File: config.mk
export PLATFORM = sky130hd
export DESIGN_NAME = txq_consumer
export DESIGN_NICKNAME = d
export VERILOG_FILES = /design/src/rtl/txq_pkg.sv /design/src/rtl/txq_rdptr.sv /design/src/rtl/txq_idle_timer.sv /design/src/rtl/txq_ctrl.sv /design/src/rtl/txq_consumer.sv
export SDC_FILE = /design/constraint.sdc
export NUM_CORES = 1
export LEC_CHECK = 0
export BUFFER_PORTS_ARGS = -buffer_cell sky130_fd_sc_hd__buf_2
export CAP_MARGIN = 10
export CORE_AREA = 2 2 86 108
export DETAILED_ROUTE_END_ITERATION = 7
export DIE_AREA = 0 0 88 110
export PLACE_DENSITY_LB_ADDON = 0.08
export REMOVE_ABC_BUFFERS = 1
export SLEW_MARGIN = 0
export SYNTH_ARGS = -nofsm -noshare
export SYNTH_HDL_FRONTEND = slang
export SYNTH_SLANG_ARGS = --single-unit
File: constraint.sdc
create_clock -name clk -period 3.9 [get_ports clk]
set_input_delay 0.585 -clock clk [delete_from_list [all_inputs] [get_ports clk]]
set_output_delay 0.585 -clock clk [all_outputs]
set_load 0.05 [all_outputs]
File: src/rtl/txq_pkg.sv
package txq_pkg;

  localparam int WORD_W   = 32;
  localparam int FLAG_POS = 0;
  localparam int CONN_LSB = 1;
  localparam int CONN_W   = 15;
  localparam int BDP_LSB  = 16;
  localparam int BDP_W    = 16;

  typedef enum logic [2:0] {
    ST_READ  = 3'd0,
    ST_RWAIT = 3'd1,
    ST_LINK  = 3'd2,
    ST_CLEAR = 3'd3,
    ST_GAP   = 3'd4
  } txq_state_e;

  // clamp the configured ring size exponent into [lo, hi]
  function automatic logic [4:0] clamp_log2(logic [4:0] v, int lo, int hi);
    if (int'(v) < lo) return 5'(lo);
    if (int'(v) > hi) return 5'(hi);
    return v;
  endfunction

  function automatic int unsigned ring_mask(int unsigned lg);
    return (32'd1 << lg) - 32'd1;
  endfunction

  function automatic int unsigned ring_next(int unsigned cur, int unsigned lg);
    return (cur + 32'd1) & ring_mask(lg);
  endfunction

  function automatic logic entry_owned(logic [WORD_W-1:0] w);
    return w[FLAG_POS];
  endfunction

  function automatic logic [CONN_W-1:0] entry_conn(logic [WORD_W-1:0] w);
    return w[CONN_LSB +: CONN_W];
  endfunction

  function automatic logic [BDP_W-1:0] entry_bdp(logic [WORD_W-1:0] w);
    return w[BDP_LSB +: BDP_W];
  endfunction

  // hand the slot back: only the ownership flag changes
  function automatic logic [WORD_W-1:0] entry_release(logic [WORD_W-1:0] w);
    logic [WORD_W-1:0] r;
    r = w;
    r[FLAG_POS] = 1'b0;
    return r;
  endfunction

endpackage

File: src/rtl/txq_rdptr.sv
module txq_rdptr
  import txq_pkg::*;
#(
  parameter int PTR_W    = 14,
  parameter int MIN_LOG2 = 6
) (
  input  logic             clk,
  input  logic             rst_n,
  input  logic [4:0]       cfg_size_log2,
  input  logic             adv,
  output logic [PTR_W-1:0] slot
);

  logic [4:0] lg;
  logic       at_last;

  assign lg      = clamp_log2(cfg_size_log2, MIN_LOG2, PTR_W);
  assign at_last = (32'(slot) == ring_mask(32'(lg)));

  always_ff @(posedge clk or negedge rst_n) begin
    if (!rst_n) slot <= '0;
    else if (adv) slot <= PTR_W'(ring_next(32'(slot), 32'(lg)));
  end

  p_hold_r6: assert property (@(posedge clk) disable iff (!rst_n)
    !adv |=> $stable(slot));
  p_wrap_r7: assert property (@(posedge clk) disable iff (!rst_n)
    (adv && at_last) |=> (slot == '0));
  p_in_range_r9: assert property (@(posedge clk) disable iff (!rst_n)
    (32'(slot) >> lg) == 32'd0);

endmodule

File: src/rtl/txq_idle_timer.sv
module txq_idle_timer #(
  parameter int GAP_W = 16
) (
  input  logic             clk,
  input  logic             rst_n,
  input  logic             load,
  input  logic [GAP_W-1:0] load_val,
  input  logic             tick,
  output logic             done
);

  logic [GAP_W-1:0] cnt;

  always_ff @(posedge clk or negedge rst_n) begin
    if (!rst_n)    cnt <= '0;
    else if (load) cnt <= load_val;
    else if (tick) cnt <= cnt - 1'b1;
  end

  assign done = (cnt == '0);

  p_no_underflow_r8: assert property (@(posedge clk) disable iff (!rst_n)
    tick |-> (cnt != '0));

endmodule

File: src/rtl/txq_ctrl.sv
module txq_ctrl
  import txq_pkg::*;
(
  input  logic              clk,
  input  logic              rst_n,
  input  logic              mem_gnt,
  input  logic              mem_rvalid,
  input  logic [WORD_W-1:0] mem_rdata,
  input  logic              link_busy,
  input  logic              gap_done,
  output logic              mem_req,
  output logic              mem_we,
  output logic [WORD_W-1:0] mem_wdata,
  output logic              link_req,
  output logic [CONN_W-1:0] link_conn,
  output logic [BDP_W-1:0]  link_bd_ptr,
  output logic              gap_load,
  output logic              gap_tick,
  output logic              adv_slot,
  output logic              ev_link_ok,
  output logic              ev_empty_seen
);

  txq_state_e        state;
  logic [WORD_W-1:0] held;

  always_ff @(posedge clk or negedge rst_n) begin
    if (!rst_n) begin
      state <= ST_READ;
      held  <= '0;
    end else begin
      case (state)
        ST_READ:  if (mem_gnt) state <= ST_RWAIT;
        ST_RWAIT: if (mem_rvalid) begin
          held  <= mem_rdata;
          state <= entry_owned(mem_rdata) ? ST_LINK : ST_GAP;
        end
        ST_LINK:  if (!link_busy) state <= ST_CLEAR;
        ST_CLEAR: if (mem_gnt) state <= ST_READ;
        ST_GAP:   if (gap_done) state <= ST_READ;
        default:  state <= ST_READ;
      endcase
    end
  end

  always_comb begin
    mem_req       = (state == ST_READ) || (state == ST_CLEAR);
    mem_we        = (state == ST_CLEAR);
    mem_wdata     = entry_release(held);
    link_req      = (state == ST_LINK);
    link_conn     = entry_conn(held);
    link_bd_ptr   = entry_bdp(held);
    ev_empty_seen = (state == ST_RWAIT) && mem_rvalid && !entry_owned(mem_rdata);
    gap_load      = ev_empty_seen;
    gap_tick      = (state == ST_GAP) && !gap_done;
    adv_slot      = (state == ST_CLEAR) && mem_gnt;
    ev_link_ok    = link_req && !link_busy;
  end

  p_single_owner_r4: assert property (@(posedge clk) disable iff (!rst_n)
    !(mem_req && link_req));
  p_link_hold_r4: assert property (@(posedge clk) disable iff (!rst_n)
    (link_req && link_busy) |=> (link_req && $stable(link_conn) && $stable(link_bd_ptr)));
  p_req_hold_r2: assert property (@(posedge clk) disable iff (!rst_n)
    (mem_req && !mem_gnt) |=> (mem_req && $stable(mem_we)));
  p_clear_after_link_r5: assert property (@(posedge clk) disable iff (!rst_n)
    $rose(mem_req && mem_we) |-> $past(ev_link_ok));
  p_empty_no_link_r8: assert property (@(posedge clk) disable iff (!rst_n)
    ev_empty_seen |=> !link_req);

endmodule

File: src/rtl/txq_consumer.sv
module txq_consumer
  import txq_pkg::*;
#(
  parameter int ADDR_W   = 32,
  parameter int GAP_W    = 16,
  parameter int PTR_W    = 14,
  parameter int MIN_LOG2 = 6
) (
  input  logic              clk,
  input  logic              rst_n,
  input  logic [ADDR_W-1:0] cfg_base,
  input  logic [4:0]        cfg_size_log2,
  input  logic [GAP_W-1:0]  cfg_idle_gap,
  output logic              mem_req,
  output logic              mem_we,
  output logic [ADDR_W-1:0] mem_addr,
  output logic [WORD_W-1:0] mem_wdata,
  input  logic              mem_gnt,
  input  logic              mem_rvalid,
  input  logic [WORD_W-1:0] mem_rdata,
  output logic              link_req,
  output logic [CONN_W-1:0] link_conn,
  output logic [BDP_W-1:0]  link_bd_ptr,
  input  logic              link_busy
);

  logic [PTR_W-1:0] slot;
  logic             gap_load;
  logic             gap_tick;
  logic             gap_done;
  logic             adv_slot;
  logic             ev_link_ok;
  logic             ev_empty_seen;

  txq_rdptr #(.PTR_W(PTR_W), .MIN_LOG2(MIN_LOG2)) u_ptr (
    .clk           (clk),
    .rst_n         (rst_n),
    .cfg_size_log2 (cfg_size_log2),
    .adv           (adv_slot),
    .slot          (slot)
  );

  txq_idle_timer #(.GAP_W(GAP_W)) u_gap (
    .clk      (clk),
    .rst_n    (rst_n),
    .load     (gap_load),
    .load_val (cfg_idle_gap),
    .tick     (gap_tick),
    .done     (gap_done)
  );

  txq_ctrl u_ctrl (
    .clk           (clk),
    .rst_n         (rst_n),
    .mem_gnt       (mem_gnt),
    .mem_rvalid    (mem_rvalid),
    .mem_rdata     (mem_rdata),
    .link_busy     (link_busy),
    .gap_done      (gap_done),
    .mem_req       (mem_req),
    .mem_we        (mem_we),
    .mem_wdata     (mem_wdata),
    .link_req      (link_req),
    .link_conn     (link_conn),
    .link_bd_ptr   (link_bd_ptr),
    .gap_load      (gap_load),
    .gap_tick      (gap_tick),
    .adv_slot      (adv_slot),
    .ev_link_ok    (ev_link_ok),
    .ev_empty_seen (ev_empty_seen)
  );

  assign mem_addr = cfg_base + ADDR_W'(slot);

  p_addr_stable_r2: assert property (@(posedge clk) disable iff (!rst_n)
    (mem_req && !mem_gnt) |=> $stable(mem_addr));
  p_no_adv_on_link_r4: assert property (@(posedge clk) disable iff (!rst_n)
    link_req |=> $stable(slot));

endmodule

==> out/results.txt, run 1 <==
outcome: complete, no violations
via count: 3855
Fin. Hold Viols: 0
total power: 4.41 mW
Slew Viols, Final: 0
worst slew pin tran: 1.06 ns
Yosys warnings: 0
post_cts resized: 0
postcts setup bufs: 0
Post-Synthesis Cells: 464
Yosys cell types: 61
Syn Std Cell Area: 4390 µm²
clk buf depth: 2
Total GRT Usage: 22.0%
register area share after synthesis: 36.4%
crit-path max FO: 9
Sum Neg Setup Slack: 0 ns
global-route wire length before repair: 16.8 mm
Startpoint Class: flop
Mean Syn Cell Area: 9.47 µm²
final setup fails: 0
drt wl/cell: 14.6 µm
top cell type's share of synthesized area: 36.4%
clock-pin slew on the worst setup and hold paths: 0.06 ns
Detailed Place HPWL: 8.49 mm
Critical Path End Type: output pin
skew final: 0.00592 ns
internal power: 1.90 mW
area grow syn2layout: 22.5%
Horiz. Die Dim: 88 µm
CTS Buf Count: 9
number of synthesized flops with an enable pin: 0
Iter 0 DRT Violations: 144
Rows: 38
IO Count: 188
delay of the slowest critical-path stage: 0.41 ns
max-cap viol count: 0
drt pass-1 iters: 4
Clk pwr share: 10.4%
Die Y: 110 µm
Final Util: 62.6%
worst endpoint required time: 3.31 ns
switching power: 2.51 mW
Critical Path, Cell by Cell: ha_1, inv_1, fa_1, nor2b_1, o2111ai_1, a21oi_1, o41ai_4, nor3b_1, xor2_1, buf_2
layout cell share with drive strength beyond 1: 39.9%
Crit Path Class: reg2out
Synth async-reset ratio: 100%
worst rel slew slack: 29.3%
clk sinks: 64
f_max: 0.276 GHz
initial antenna violation count: 0
Comb pwr share: 61.8%
Worst path slowest cell: dfrtp_1
routed wire length: 10.8 mm
H-tree levels: 3
vias in the first global route: 3685
Hold-fix buffers, CTS: 0
drt drc: 0
Sequential Power Share: 27.8%
core area: 8610 µm²
Synth area leader: dfrtp_1
RSZ-0062 raised after global routing: no
fin crit share: 92.9%
n_diodes: 0
Post-DRT Antenna Nets: 0
clock period minus final worst setup slack: 3.62 ns
Nets: 729
die area: 9680 µm²
I/O Buffers: 186
Initial Utilization: 51.1%
CTS tree: yes
CTS root buf: clkbuf_8
GPL Wtd Cong: 0.933
GRT Residual Overflow: 0
LEAKAGE: 2.61 nW
Post-Place Cells: 730
Final Non-Filler Cells: 742
PD cells: 819 nW/µm²
Hold Path Class: in2async
WP data arrival: 3.04 ns
largest net degree at the start of global routing: 48
Worst-Skew Late Latency: 0.33 ns
maximum VDD drop: 1.30 mV
top_reg_cell synth: dfrtp_1
vias per cell: 5.20
Sw Ratio: 56.9%
top cells by area, synth: dfrtp_1 36%, mux2_2 8.2%, xnor2_1 5.8%, buf_4 5.5%, ha_1 4.8%
#FFs+latches synth: 64
## cells by family after synthesis
| family | share of synthesized area, % |
|---|---|
| AND/OR/NAND/NOR | 18.6 |
| other | 0.171 |
| flip-flops | 36.4 |
| adder cells (fa/ha/maj) | 5.30 |
| XOR/XNOR | 9.97 |
| multiplexers | 8.43 |
| AO/OA/AOI/OAI | 13.1 |
| buffers and inverters | 8.00 |
## cell usage after synthesis, types with 5 or more instances
cell type / count
o21ai_0: 21
nor3_1: 14
a21oi_1: 17
clkbuf_1: 12
ha_1: 17
a21o_1: 7
or3_1: 6
nor2_1: 30
and3_1: 6
dfrtp_1: 64
xor2_1: 21
mux2_2: 32
a31oi_1: 6
nand2_1: 40
nor4_1: 5
o21ai_1: 5
nor2b_1: 5
buf_4: 32
xnor2_1: 29
inv_1: 12
nand3_1: 13
## cells in the final DEF (no fill, tap or decap), types with 3 or more instances in the layout
| master | Yosys | layout |
|---|---|---|
| xnor2_1 | 29 | 29 |
| and4_1 | 4 | 4 |
| and2_1 | 4 | 4 |
| o211ai_1 | 3 | 3 |
| nor2_1 | 30 | 30 |
| or3_1 | 6 | 6 |
| inv_1 | 12 | 12 |
| o2111ai_1 | 3 | 3 |
| nor3_1 | 14 | 14 |
| xor2_1 | 21 | 21 |
| a21oi_1 | 17 | 17 |
| nand2_1 | 40 | 40 |
| nand3_1 | 13 | 13 |
| nand4_1 | 3 | 3 |
| mux2_2 | 32 | 32 |
| clkbuf_8 | 0 | 10 |
| o21ai_1 | 5 | 5 |
| nor2b_1 | 5 | 4 |
| conb_1 | 2 | 3 |
| a31oi_1 | 6 | 6 |
| o21ai_0 | 21 | 21 |
| a22o_1 | 3 | 3 |
| nor4_1 | 5 | 5 |
| and3_1 | 6 | 6 |
| ha_1 | 17 | 17 |
| a21o_1 | 7 | 7 |
| nor4_4 | 3 | 3 |
| buf_4 | 32 | 6 |
| buf_2 | 2 | 186 |
| dfrtp_1 | 64 | 64 |
| nand2b_1 | 4 | 4 |
## metrics by stage
| step | hold slack, ns | worst slack [ns] | area [µm²] |
|---|---|---|---|
| 4_1_cts | 0.433 | 0.173 | 5370 |
| 3_5_place_dp | 0.511 | 0.290 | 5230 |
| 6_report | 0.447 | 0.276 | 5380 |
| 5_1_grt | 0.442 | 0.0399 | 5380 |
| 3_3_place_gp | 0.505 | 0.359 | 5230 |
| 2_1_floorplan | 0.289 | -0.777 | 4090 |
## power groups by stage
stage | Sequential, mW | Clock (mW) | Combinational [mW]
floorplan | 2.36 | 0 | 0.940
global placement | 1.22 | 0 | 2.70
detailed placement | 1.23 | 0 | 2.73
CTS | 1.23 | 0.476 | 2.74
global route | 1.27 | 0.504 | 2.88
finish | 1.23 | 0.458 | 2.73
## flip-flops by register name, summed over array words and instances (netlist names)
name and cells:
u_gap.cnt 16, u_ctrl.state 3, u_ptr.slot 14, u_ctrl.held 31
## per-layer routing
metal  GRT usage [%]  part of all wire [%]  up-vias
li1                -                     -     1941
met1            27.3                    41     1760
met2            37.6                    51      139
met3            4.32                   6.0       15
met4            8.24                   1.7        0
met5               0                     0        -
## path summary, 6_finish.rpt
| kind | from | end | slack [ns] | depth (start not counted) |
|---|---|---|---|---|
| min reg2reg | u_ctrl.held[3]$_DFFE_PN0P_ | u_ctrl.held[3]$_DFFE_PN0P_ | 0.53 | 1 |
| max reg2reg | u_ctrl.state[0]$_DFFE_PN0P_ | u_gap.cnt[12]$_DFFE_PN0P_ | 1.65 | 6 |
| max in group asynchronous | rst_n | u_ctrl.held[24]$_DFFE_PN0P_ | 2.60 | 2 |
| min | rst_n | u_gap.cnt[13]$_DFFE_PN0P_ | 0.45 | 1 |
| max | u_ptr.slot[0]$_DFFE_PN0P_ | mem_addr[20] | 0.28 | 10 |
| min in group clk | cfg_idle_gap[4] | u_gap.cnt[4]$_DFFE_PN0P_ | 0.45 | 2 |
## critical path: cells and delay by family, from the launching register on
| kind | cells | cell delay, ns |
|---|---|---|
| AO/OA/AOI/OAI | 3 | 0.74 |
| XOR/XNOR | 1 | 0.17 |
| adder cells (fa/ha/maj) | 2 | 0.60 |
| buffers and inverters | 2 | 0.33 |
| flip-flops | 1 | 0.41 |
| AND/OR/NAND/NOR | 2 | 0.45 |
## layout make-up
| cell class | instances | area (µm²) |
|---|---|---|
| clock inverter | 2 | 10.0 |
| tap | 120 | 150 |
| fill | 759 | 3220 |
| timing repair buffer | 192 | 976 |
| inverter | 12 | 45.0 |
| clock buffer | 10 | 138 |
| sequential | 64 | 1600 |
| multi-input combinational | 342 | 2460 |
(Power assumes the default switching activity.)
==> run 2, diff against run 1 <==
--- a/config.mk
+++ b/config.mk
@@ -5,11 +5,12 @@
 export SDC_FILE = /design/constraint.sdc
 export NUM_CORES = 1
 export LEC_CHECK = 0
+export ABC_AREA = 1
 export BUFFER_PORTS_ARGS = -buffer_cell sky130_fd_sc_hd__buf_2
 export CAP_MARGIN = 10
-export CORE_AREA = 2 2 86 108
+export CORE_AREA = 2 2 91 115
 export DETAILED_ROUTE_END_ITERATION = 7
-export DIE_AREA = 0 0 88 110
+export DIE_AREA = 0 0 93 117
 export PLACE_DENSITY_LB_ADDON = 0.08
 export REMOVE_ABC_BUFFERS = 1
 export SLEW_MARGIN = 0
==> run 2 against run 1 <==
Net effect:
- synthesized cell count grew 59%
- design area increased by 17%
- final cell count up 39%
- utilization increased by 1.6 points
- register-to-register slack is essentially flat
- sequential power hardly changed
- clock-buffer cell count increased by 3
- clock skew shrank 0.0029 ns
- global-route usage is 1.4 points higher
- sequential share of layout area is 4.4 points lower
- largest power group unchanged
- fmax up 13%
==> out/results.txt, run 2 <==
CTS tree: yes
Iter 0 DRT Violations: 178 (+24%)
fin crit share: 81.9% (-11 points)
Die Y: 117 µm (+6.4%)
Critical Path Sink: mem_addr[14]
initial antenna violation count: 0 (unchanged)
reg-to-reg startpoint: u_ctrl.state[0]$_DFFE_PN0P_
#FFs+latches synth: 64 (unchanged)
Initial Utilization: 53.4% (+2.3 points)
layout cell share with drive strength beyond 1: 28.3% (-12 points)
Crit Path Class: reg2out
Startpoint Class: flop
CTS Buf Count: 9 (unchanged)
Yosys cell types: 39 (-36%)
Critical Path, Cell by Cell: ha_1, inv_1, fa_1, inv_1, nand3_1, nand3_1, nand2_1, nand2_1, nand2_1, nand2_1, xor2_1, buf_2
top_reg_cell synth: dfrtp_1
postcts setup bufs: 0 (unchanged)
delay-heaviest family, CP: simple AND/OR/NAND/NOR gates
max FFs per register: 31 (unchanged)
clock period minus final worst setup slack: 3.19 ns (-0.430 ns)
Top Registers: u_ctrl.held x31, u_gap.cnt x16, u_ptr.slot x14
n_diodes: 0 (unchanged)
Detailed Place HPWL: 10.5 mm (+23%)
Rows: 41 (+7.9%)
Hold Path Class: in2async
placed cell area: 6050 µm² (+16%)
Yosys warnings: 0 (unchanged)
Sum Neg Setup Slack: 0 ns (unchanged)
routed wire length: 13.1 mm (+21%)
grt met2 use: 43.6% (+6.0 points)
clk sinks: 64 (unchanged)
die area: 10900 µm² (+12%)
most frequent cell after synthesis: nand2_1
WP buf/inv: 3 (+1)
final setup fails: 0 (unchanged)
area grow syn2layout: 20.2%
drt drc: 0 (unchanged)
WP data arrival: 2.61 ns (-0.43 ns)
vias per cell: 4.97 (-4.3%)
GPL Wtd Cong: 0.888 (-4.9%)
Filler Cells Inserted: 938 (+24%)
skew final: 0.00302 ns (-0.00290 ns)
IO Count: 188 (unchanged)
GRT Residual Overflow: 0 (unchanged)
Post-Place Cells: 1016 (+39%)
delay of the slowest critical-path stage: 0.40 ns (about the same)
maximum VDD drop: 1.09 mV (-17%)
Critical Path Stages: 12 (+2)
max-cap viol count: 0 (unchanged)
Worst-Skew Late Latency: 0.33 ns (about the same)
Post-Synthesis Cells: 739 (+59%)
Syn Std Cell Area: 5260 µm² (+20%)
Post-DRT Antenna Nets: 0 (unchanged)
fin worst setup slack: 0.706 ns (+0.430 ns)
Hold-fix buffers, CTS: 0 (unchanged)
Mean Syn Cell Area: 7.11 µm² (-25%)
Slew Viols, Final: 0 (unchanged)
global routing's busiest layer: met2
drt pass-1 iters: 4 (unchanged)
clk buf depth: 2 (unchanged)
worst rel slew slack: 26.9% (-2.4 points)
CP Launch Point: u_ptr.slot[0]$_DFFE_PN0P_
total power: 5.29 mW (+20%)
LEAKAGE: 3.66 nW (+40%)
Total GRT Usage: 23.4% (+1.4 points)
most common cell after layout, fill and taps aside: nand2_1
r2r setup slk: 1.66 ns (about the same)
core area: 9850 µm² (+14%)
outcome: complete, no violations
post_cts resized: 0 (unchanged)
Worst path slowest cell: dfrtp_1
met3 Track Usage GR: 3.65% (-0.67 points)
Critical Path End Type: output pin
reg2reg path depth: 4 (-2)
Crit path top cell by count: nand2_1
Post-Place Worst Slack: 0.816 ns (+0.526 ns)
f_max: 0.313 GHz (+13%)
number of synthesized flops with an enable pin: 0 (unchanged)
vias in the first global route: 4788 (+30%)
Fin Hold WS: 0.465 ns (+0.0180 ns)
Top reg by flops: u_ctrl.held
Fin. Hold Viols: 0 (unchanged)
register area share after synthesis: 30.5% (-6.0 points)
clock-pin slew on the worst setup and hold paths: 0.05 ns (about the same)
Synth top cells by count: 231 x nand2_1, 87 x inv_1, 77 x nor2_1
RSZ-0062 raised after global routing: no
top cells by area, synth: dfrtp_1 30%, nand2_1 16%, mux2_4 8.6%, inv_1 6.2%, nor2_1 5.5%
fin area: 6320 µm² (+17%)
worst slew pin tran: 1.10 ns (+0.0355 ns)
top cell type's share of synthesized area: 30.5% (-6.0 points)
Synth area leader: dfrtp_1
worst endpoint required time: 3.31 ns (about the same)
PD cells: 838 nW/µm² (+2.2%)
Final Non-Filler Cells: 1032 (+39%)
Final Util: 64.1% (+1.6 points)
drt wl/cell: 12.7 µm (-13%)
via count: 5130 (+33%)
I/O Buffers: 186 (unchanged)
Nets: 1006 (+38%)
CTS root buf: clkbuf_16
M1 GR Usage: 26.8% (-0.46 points)
Synth async-reset ratio: 100% (unchanged)
Horiz. Die Dim: 93 µm (+5.7%)
H-tree levels: 3 (unchanged)
reg2reg end: u_ctrl.held[11]$_DFFE_PN0P_
most frequent cells in the layout: 231 x nand2_1, 186 x buf_2, 87 x inv_1
global-route wire length before repair: 20.6 mm (+23%)
crit-path max FO: 5 (-4)
largest net degree at the start of global routing: 49 (+2.1%)
-- run 2: cell types whose count changed after synthesis, moves of 24 or more --
cell	change
nand2_1	+191
inv_1	+75
nor2_1	+47
nand3_1	+39
mux2_2	-31
mux2_4	+30
xnor2_1	-24
-- run 2: per-layer routing --
| layer | share of wire [%] | up-vias |
|---|---|---|
| met5 | 0 | - |
| met4 | 1.7 | 0 |
| met3 | 4.7 | 19 |
| met2 | 53 | 134 |
| met1 | 41 | 2350 |
| li1 | - | 2627 |
-- run 2: cells by family (layout without fill, tap and decap cells) --
kind of cell,Yosys count,count (layout),share of synthesized area (%)
AO/OA/AOI/OAI,54,54,5.81
XOR/XNOR,26,26,4.33
adder cells (fa/ha/maj),18,18,4.43
buffers and inverters,138,301,13.0
flip-flops,64,64,30.5
multiplexers,31,31,8.78
other,2,3,0.143
AND/OR/NAND/NOR,406,406,33.0
-- run 2: power breakdown --
part / total (mW) / leakage (nW) / switching (mW) / internal [mW]
registers: 1.22 / 0.794 / 0.273 / 0.951
clock network: 0.728 / 0.130 / 0.282 / 0.445
logic: 3.34 / 2.73 / 2.40 / 0.941
-- run 2: worst register-to-register path: stages, from the launching register on --
cell and delay (ns):
dfrtp_1 0.46, inv_2 0.06, nor2_2 0.15, nand3_2 0.82
mux2_4 0.63
-- run 2: worst min-delay path by stage --
stage | depth (start not counted) | startpoint | to | slack (ns)
2_1_floorplan | 0 | rst_n | u_ctrl.held[10]$_DFFE_PN0P_ | 0.29
3_3_place_gp | 1 | u_ctrl.held[3]$_DFFE_PN0P_ | u_ctrl.held[3]$_DFFE_PN0P_ | 0.51
3_5_place_dp | 1 | u_ctrl.held[8]$_DFFE_PN0P_ | u_ctrl.held[8]$_DFFE_PN0P_ | 0.51
4_1_cts | 2 | mem_rdata[2] | u_ctrl.held[2]$_DFFE_PN0P_ | 0.48
5_1_grt | 2 | mem_rdata[31] | u_ctrl.held[31]$_DFFE_PN0P_ | 0.48
6_report | 1 | rst_n | u_ctrl.held[15]$_DFFE_PN0P_ | 0.46
-- run 2: layout make-up --
class	instances	area, µm²	share of cell area, %
multi-input cells	538	2970	47.1
flip-flops and latches	64	1600	25.4
repair buffers	188	946	15.0
inverters	97	367	5.80
clock buffers	13	250	3.96
well taps	129	161	2.55
clock inverters	3	17.5	0.277
==> run 3, diff against run 2 <==
--- a/config.mk
+++ b/config.mk
@@ -5,12 +5,12 @@
 export SDC_FILE = /design/constraint.sdc
 export NUM_CORES = 1
 export LEC_CHECK = 0
-export ABC_AREA = 1
+export ABC_AREA = 0
 export BUFFER_PORTS_ARGS = -buffer_cell sky130_fd_sc_hd__buf_2
 export CAP_MARGIN = 10
-export CORE_AREA = 2 2 91 115
+export CORE_AREA = 2 2 88 111
 export DETAILED_ROUTE_END_ITERATION = 7
-export DIE_AREA = 0 0 93 117
+export DIE_AREA = 0 0 90 113
 export PLACE_DENSITY_LB_ADDON = 0.08
 export REMOVE_ABC_BUFFERS = 1
 export SLEW_MARGIN = 0
==> constraint.sdc (replaced) <==
create_clock -name clk -period 3.3 [get_ports clk]
set_input_delay 0.495 -clock clk [delete_from_list [all_inputs] [get_ports clk]]
set_output_delay 0.495 -clock clk [all_outputs]
set_load 0.05 [all_outputs]
==> run 3 against run 2 <==
Net effect:
- register-to-register slack worse by 0.58 ns
- sequential power up 18%
- first-iteration DRC count grew 22%
- largest cell class unchanged
- largest power group unchanged
==> out/results.txt, run 3 (synthesis gave the netlist of run 1 again) <==
GRT Residual Overflow: 0 (unchanged)
drt pass-1 iters: 4 (unchanged)
most frequent cells in the layout: 174 x buf_2, 63 x dfrtp_1, 40 x nand2_1
largest net degree at the start of global routing: 65 (+33%)
clk sinks: 64 (unchanged)
Top reg by flops: u_ctrl.held
most common cell after layout, fill and taps aside: buf_2
fin crit share: 96.7%
Top Registers: u_ctrl.held x31, u_gap.cnt x16, u_ptr.slot x14
global-route wire length before repair: 18.1 mm (-12%)
CTS root buf: clkbuf_16
die area: 10200 µm² (-6.5%)
Total GRT Usage: 21.7% (-1.7 points)
Critical Path End Type: output pin
initial antenna violation count: 0 (unchanged)
area grow syn2layout: 30.1%
IO Count: 188 (unchanged)
WP data arrival: 2.70 ns (+0.09 ns)
CP Launch Point: u_ptr.slot[0]$_DFFE_PN0P_
Final Util: 63.0% (-1.2 points)
Fin Hold WS: 0.345 ns (-0.120 ns)
Detailed Place HPWL: 8.56 mm (-18%)
layout cell share with drive strength beyond 1: 43.8% (+15 points)
GPL Wtd Cong: 0.915 (+3.1%)
Fin. Hold Viols: 0 (unchanged)
H-tree levels: 3 (unchanged)
LEAKAGE: 2.72 nW (-26%)
Horiz. Die Dim: 90 µm (-3.2%)
worst slew pin tran: 0.815 ns (-0.281 ns)
Hold-fix buffers, CTS: 0 (unchanged)
CTS tree: yes
n_diodes: 0 (unchanged)
max-cap viol count: 0 (unchanged)
final setup fails: 0 (unchanged)
max FFs per register: 31 (unchanged)
worst endpoint required time: 2.80 ns (-0.51 ns)
Sum Neg Setup Slack: 0 ns (unchanged)
core area: 9080 µm² (-7.9%)
skew final: 0.00386 ns (+0.000844 ns)
f_max: 0.313 GHz
Startpoint Class: flop
CTS Buf Count: 9 (unchanged)
vias per cell: 5.18 (+4.3%)
Nets: 738 (-27%)
crit-path max FO: 5 (unchanged)
drt wl/cell: 14.5 µm (+15%)
outcome: complete, no violations
Hold Path Class: in2async
Rows: 39 (-4.9%)
Slew Viols, Final: 0 (unchanged)
clk buf depth: 2 (unchanged)
clock period minus final worst setup slack: 3.19 ns
reg-to-reg startpoint: u_ctrl.state[0]$_DFFE_PN0P_
worst rel slew slack: 45.6% (+19 points)
Die Y: 113 µm (-3.4%)
I/O Buffers: 186 (unchanged)
Iter 0 DRT Violations: 217 (+22%)
via count: 3930 (-23%)
Initial Utilization: 48.4% (-5.0 points)
maximum VDD drop: 1.35 mV (+25%)
Crit Path Class: reg2out
routed wire length: 11.0 mm (-16%)
drt drc: 0 (unchanged)
Worst-Skew Late Latency: 0.32 ns (about the same)
PD cells: 971 nW/µm² (+16%)
clock-pin slew on the worst setup and hold paths: 0.05 ns (about the same)
vias in the first global route: 3911 (-18%)
Post-DRT Antenna Nets: 0 (unchanged)
RSZ-0062 raised after global routing: yes
[run 3: cell types whose count changed in the layout (fill, tap and decap cells not counted), moves of 9 or more]
cell     delta
nand2_1   -191
inv_1      -75
nor2_1     -47
nand3_1    -39
mux2_2     +31
mux2_4     -30
xnor2_1    +24
buf_4      +20
buf_2      -12
inv_2       -9
o21ai_0     +9
[run 3: path summary, 6_finish.rpt]
| check | slack, ns | cells past startpoint | to |
|---|---|---|---|
| setup / recovery | 0.11 | 12 | mem_addr[18] |
| hold / removal | 0.35 | 2 | u_gap.cnt[14]$_DFFE_PN0P_ |
| setup reg to reg | 1.08 | 6 | u_gap.cnt[14]$_DFFE_PN0P_ |
| hold reg to reg | 0.52 | 1 | u_ptr.slot[5]$_DFFE_PN0P_ |
| max in group asynchronous | 2.39 | 2 | u_ptr.slot[4]$_DFFE_PN0P_ |
| min in group clk | 0.37 | 3 | u_gap.cnt[11]$_DFFE_PN0P_ |
[run 3: layout make-up]
type / instances / area [µm²]
clock buffers: 11 / 243
clock inverters: 5 / 32.5
fillers: 804 / 3360
inverters: 12 / 45.0
multi-input cells: 343 / 2570
flip-flops and latches: 64 / 1600
well taps: 123 / 154
repair buffers: 200 / 1070
[run 3: per-stage QoR]
step           power [mW]  area, µm²  instances  setup WS (ns)
2_1_floorplan        3.90       4090        418          -1.29
3_3_place_gp         4.65       5270        738        -0.0790
3_5_place_dp         4.69       5270        738         -0.182
4_1_cts              5.58       5620        756        0.00907
5_1_grt              5.83       5720        758       -0.00828
6_report             5.55       5720        758          0.110
[run 3: per-layer routing]
layer,up-vias,global-route usage (%),part of all wire (%)
met1,1848,24.9,40
met5,-,0,0
met2,110,39.5,53
met3,12,4.99,5.7
met4,0,7.49,1.2
li1,1960,-,-
[run 3: worst max-delay path, stage by stage, from the launching register on]
cell	delay (ns)
dfrtp_1	0.35
ha_1	0.17
inv_1	0.06
fa_2	0.36
nor2b_2	0.16
o2111ai_2	0.14
a21oi_2	0.14
buf_4	0.16
o41ai_4	0.08
buf_4	0.18
nor3_2	0.18
xor2_1	0.18
buf_4	0.22
[run 3: report_power, final]
part           switching, mW  internal, mW  total [mW]
clock                  0.333         0.525       0.858
combinational           2.37         0.881        3.25
sequential             0.323          1.12        1.44
[run 3: what timing repair did]
item                       4_1_cts  5_1_grt
gates resized for setup         12       27
setup endpoints to repair        9       19
setup buffers                    1        2
pin swaps                        2        3
gates cloned                     1        0
